`src/rtl/unhang_pkg.sv`:
```
package unhang_pkg;
    typedef enum logic [2:0] {
        ST_IDLE,
        ST_PULSE_LO,
        ST_PULSE_HI,
        ST_STOP_PRE,
        ST_STOP_HOLD,
        ST_STOP_RISE,
        ST_DONE_OK,
        ST_DONE_FAIL
    } seq_state_e;
endpackage

```
`src/rtl/unhang_pulse_ctr.sv`:
```
module unhang_pulse_ctr #(
    parameter int MAX_PULSES = 8
) (
    input  logic clk,
    input  logic rst_n,
    input  logic clear,
    input  logic step,
    output logic last
);
    localparam int CW = (MAX_PULSES > 1) ? $clog2(MAX_PULSES) : 1;
    localparam logic [CW-1:0] LAST_VAL = CW'(MAX_PULSES - 1);

    logic [CW-1:0] cnt_q;

    always_ff @(posedge clk or negedge rst_n) begin
        if (!rst_n) begin
            cnt_q <= '0;
        end else if (clear) begin
            cnt_q <= '0;
        end else if (step) begin
            cnt_q <= cnt_q + 1'b1;
        end
    end

    assign last = (cnt_q == LAST_VAL);
endmodule

```
`src/rtl/bus_unhang_seq.sv`:
```
module bus_unhang_seq
    import unhang_pkg::*;
#(
    parameter int MAX_PULSES = 8
) (
    input  logic clk,
    input  logic rst_n,
    input  logic recover_req,
    input  logic tick,
    input  logic scl_in,
    input  logic sda_in,
    output logic scl_pull,
    output logic sda_pull,
    output logic done,
    output logic ok,
    output logic busy
);
    seq_state_e state_q, state_d;
    logic       last_pulse;
    logic       ctr_clear;
    logic       ctr_step;

    assign ctr_clear = (state_q == ST_IDLE);
    assign ctr_step  = (state_q == ST_PULSE_HI) && tick && !sda_in && !last_pulse;

    unhang_pulse_ctr #(.MAX_PULSES(MAX_PULSES)) u_ctr (
        .clk   (clk),
        .rst_n (rst_n),
        .clear (ctr_clear),
        .step  (ctr_step),
        .last  (last_pulse)
    );

    always_ff @(posedge clk or negedge rst_n) begin
        if (!rst_n) begin
            state_q <= ST_IDLE;
        end else begin
            state_q <= state_d;
        end
    end

    always_comb begin
        state_d = state_q;
        unique case (state_q)
            ST_IDLE: begin
                if (recover_req) begin
                    state_d = (scl_in && sda_in) ? ST_DONE_OK : ST_PULSE_LO;
                end
            end
            ST_PULSE_LO: begin
                if (tick) state_d = ST_PULSE_HI;
            end
            ST_PULSE_HI: begin
                if (tick) begin
                    if (sda_in)          state_d = ST_STOP_PRE;
                    else if (last_pulse) state_d = ST_DONE_FAIL;
                    else                 state_d = ST_PULSE_LO;
                end
            end
            ST_STOP_PRE: begin
                if (tick) state_d = ST_STOP_HOLD;
            end
            ST_STOP_HOLD: begin
                if (tick) state_d = ST_STOP_RISE;
            end
            ST_STOP_RISE: begin
                if (tick) state_d = ST_DONE_OK;
            end
            ST_DONE_OK:   state_d = ST_IDLE;
            ST_DONE_FAIL: state_d = ST_IDLE;
            default:      state_d = ST_IDLE;
        endcase
    end

    always_comb begin
        scl_pull = 1'b0;
        sda_pull = 1'b0;
        done     = 1'b0;
        ok       = 1'b0;
        busy     = 1'b0;
        unique case (state_q)
            ST_IDLE: ;
            ST_PULSE_LO: begin
                scl_pull = 1'b1;
                busy     = 1'b1;
            end
            ST_PULSE_HI: begin
                busy = 1'b1;
            end
            ST_STOP_PRE: begin
                scl_pull = 1'b1;
                busy     = 1'b1;
            end
            ST_STOP_HOLD: begin
                scl_pull = 1'b1;
                sda_pull = 1'b1;
                busy     = 1'b1;
            end
            ST_STOP_RISE: begin
                sda_pull = 1'b1;
                busy     = 1'b1;
            end
            ST_DONE_OK: begin
                done = 1'b1;
                ok   = 1'b1;
            end
            ST_DONE_FAIL: begin
                done = 1'b1;
            end
            default: ;
        endcase
    end
endmodule

```
`config.mk`:
```
export PLATFORM = sky130hd
export DESIGN_NAME = bus_unhang_seq
export DESIGN_NICKNAME = d
export VERILOG_FILES = /design/src/rtl/unhang_pkg.sv /design/src/rtl/unhang_pulse_ctr.sv /design/src/rtl/bus_unhang_seq.sv
export SDC_FILE = /design/constraint.sdc
export NUM_CORES = 1
export LEC_CHECK = 0
export BUFFER_PORTS_ARGS = -buffer_cell sky130_fd_sc_hd__buf_2
export CORE_UTILIZATION = 25
export DETAILED_ROUTE_END_ITERATION = 7
export PLACE_DENSITY = 0.52
export SKIP_LAST_GASP = 1
export SLEW_MARGIN = 20
export SYNTH_ARGS = -nofsm -noshare
export SYNTH_HDL_FRONTEND = slang
export SYNTH_SLANG_ARGS = --single-unit
```
`constraint.sdc`:
```
create_clock -name clk -period 3.8 [get_ports clk]
set_clock_uncertainty 0.15 [all_clocks]
set_input_delay 0.38 -clock clk [delete_from_list [all_inputs] [get_ports clk]]
set_output_delay 0.38 -clock clk [all_outputs]
set_load 0.01 [all_outputs]
```
==> flow_summary.yaml <==
outcome:
  outcome: "finished, final reports clean"
sta:
  finalSetupTns_ns: 0
  min_period_over_period: 0.497
  finalHoldViolCount: 0
  tightest_slew_ns: 0.425
  setup_viol: 0
  grt_setup_unrepaired: "false"
  min_period_ns: 1.89
  drv_slew: 0
  fmax_ghz: 0.529
  relSlewSlack: 0.717
place:
  place_area_um2: 463
  hpwl_um: 696
  placedCellCount: 73
  portBuffers: 10
  gp_congestion: 0.790
clock_tree:
  clockBufferDepth: 2
  clk_pin_slew_ns: 0.05
  h-tree-depth: 1
  root_buffer: "clkbuf_4"
  ctsResizeCount: 0
  numCtsBuffers: 3
  cts_tree: "yes"
  clock_latency_ns: 0.24
  clock_sinks: 6
synth:
  synth_edf_count: 0
  postSynth.asyncResetShare: 1.00
  synth_top_area_frac: 0.358
  syn_nets: 58
  synth_mux_area_frac: 0.0269
  yosysWarnings: 0
  ys_types: 23
  synth.area.top_cells: "dfrtp_1 (36%), nand3_1 (8.4%), nand2_1 (6.3%), ha_1 (6.0%), buf_6 (5.4%)"
  synthAdderAreaFrac: 0.0597
  ys_seq_area_frac: 0.358
  synth_common_cells: "nand2_1 (7), nand3_1 (7), dfrtp_1 (6)"
  synth_xor_xnor_area_share: 0
  synth-compound-area-share: 0.149
  synth_cells: 50
  synth_ff_type: "dfrtp_1"
  synth_seq_cells: 6
  avgSynthCellArea_um2: 8.38
  yosysTopAreaCell: "dfrtp_1"
  synth_top_family_by_area: "simple AND/OR/NAND/NOR gates"
  yosys.area_share.simple: 0.316
  synth_area_um2: 419
global_routing:
  grtUsageMet1: 0.126
  grt_pass1_vias: 329
  top_usage_layer: "met2"
  grtUsageTotal: 0.111
  grt-ovfl-total: 0
  grt_pass1_wl_mm: 1.46
  use_met3: 0.0638
  grt_antenna_before_repair: 0
  grt_max_degree: 16
  grtUsageMet2: 0.176
routing:
  drtIter0Drc: 6
  first_pass_iters: 2
  routedWlPerCell_um: 12.0
  totalWireLength_um: 921
  via_per_inst: 5.14
  drc: 0
  ant_nets: 0
  num_vias: 396
floorplanning:
  die_h_um: 42.9
  coreArea_um2: 1540
  die_area_um2: 1840
  io_pins: 11
  initial_core_util: 0.272
  die_w_um: 42.9
  row_count: 14
setup_path:
  r2r_cells: 5
  r2r_slack_ns: 2.05
  r2r_end: "u_ctr.cnt_q[0]$_DFFE_PN0P_"
  r2r_start: "u_ctr.cnt_q[0]$_DFFE_PN0P_"
  cp-start-kind: "register"
  endpoint_kind: "output pin"
  crit_required_ns: 3.27
  crit_start: "state_q[0]$_DFFE_PN0P_"
  cp.arrival_ns: 1.36
  criticalPathCategory: "register to output pin"
  endpoint: "busy"
  critPathMaxFanout: 9
final_layout:
  fin_cells: 77
  layout.nets: 71
  area_growth_pct: 18.2
  diodes: 0
  final_cell_area_um2: 495
  drive_gt1_frac: 0.246
flow_run:
  cap_violations: 0
pwr:
  p_leak_nw: 0.249
  irDropWorstVdd_uv: 286
  powerDensity_nw_per_um2: 715
hold_path:
  hold_class: "primary input to register"
==> state kept, by name, indices dropped and copies added (netlist names) <==
register / count
state_q: 3
u_ctr.cnt_q: 3
==> kinds of logic (layout without fill, tap and decap cells) <==
| group | after synthesis | count (layout) |
|---|---|---|
| buffers and inverters | 6 | 17 |
| AO/OA/AOI/OAI | 9 | 9 |
| flip-flops | 6 | 6 |
| adder cells (fa/ha/maj) | 2 | 2 |
| AND/OR/NAND/NOR | 26 | 26 |
| multiplexers | 1 | 1 |
==> how the worst min path moves through the flow <==
stage / start / end / slack (ns) / cells after the start
floorplan: rst_n / state_q[0]$_DFFE_PN0P_ / -0.07 / 0
global placement: rst_n / u_ctr.cnt_q[2]$_DFFE_PN0P_ / 0.07 / 1
detailed placement: rst_n / u_ctr.cnt_q[2]$_DFFE_PN0P_ / 0.06 / 1
CTS: tick / state_q[2]$_DFFE_PN0P_ / 0.31 / 3
global route: tick / state_q[2]$_DFFE_PN0P_ / 0.33 / 3
finish: tick / state_q[2]$_DFFE_PN0P_ / 0.31 / 3
==> where the power goes <==
part | internal (W) | switching, W
clock network | 0.0000358 | 0.0000236
registers | 0.0000932 | 0.0000515
logic | 0.0000736 | 0.0000767
total | 0.000203 | 0.000152
==> per-layer routing <==
layer / wire length (um) / part of all wire
met2: 425 / 0.46
met4: 14 / 0.015
met5: 0 / 0
met1: 446 / 0.48
met3: 34 / 0.037
==> cells in the final DEF, fill, tap and decap left out <==
master and n:
a211o_1 1, or2_1 1, dlygate4sd3_1 1, o22ai_1 1
buf_2 10, inv_2 1, and4_1 1, a21oi_1 1
nand4_1 2, nand2_1 7, ha_1 2, o21a_1 2
a31o_1 1, o21ai_0 2, o32ai_1 1, mux2_2 1
dfrtp_1 6, nand3_1 7, nor2_1 5, or3b_1 1
inv_1 2, nand4b_1 1, clkbuf_4 3, nor3b_1 1
==> repair_timing <==
action	CTS	global route
hold buffers	1	0
hold endpoints to repair	6	0
setup buffers	0	0
setup endpoints to repair	0	0
==> final cells by class <==
class                   instances  area, um^2
multi-input cells              38         231
fillers                       165        1050
well taps                      16        20.0
inverters                       3        11.3
clock buffers                   3        22.5
flip-flops and latches          6         150
repair buffers                 11        60.1
==> critical path: stages, from the launching register on <==
cell,delay (ns)
dfrtp_1,0.47
or2_1,0.33
o21a_1,0.19
buf_2,0.13
==> stage by stage <==
step | power [W] | hold WS (ns) | setup WS (ns) | util
after floorplan | 0.000267 | -0.0656 | 2.19 | -
final | 0.000354 | 0.306 | 1.91 | 0.321
after global placement | 0.000298 | 0.0656 | 2.13 | 0.300
after CTS | 0.000356 | 0.311 | 1.90 | 0.321
after detailed placement | 0.000295 | 0.0614 | 2.07 | 0.300
after global routing | 0.000386 | 0.331 | 1.84 | 0.321
(Power assumes the default switching activity.)
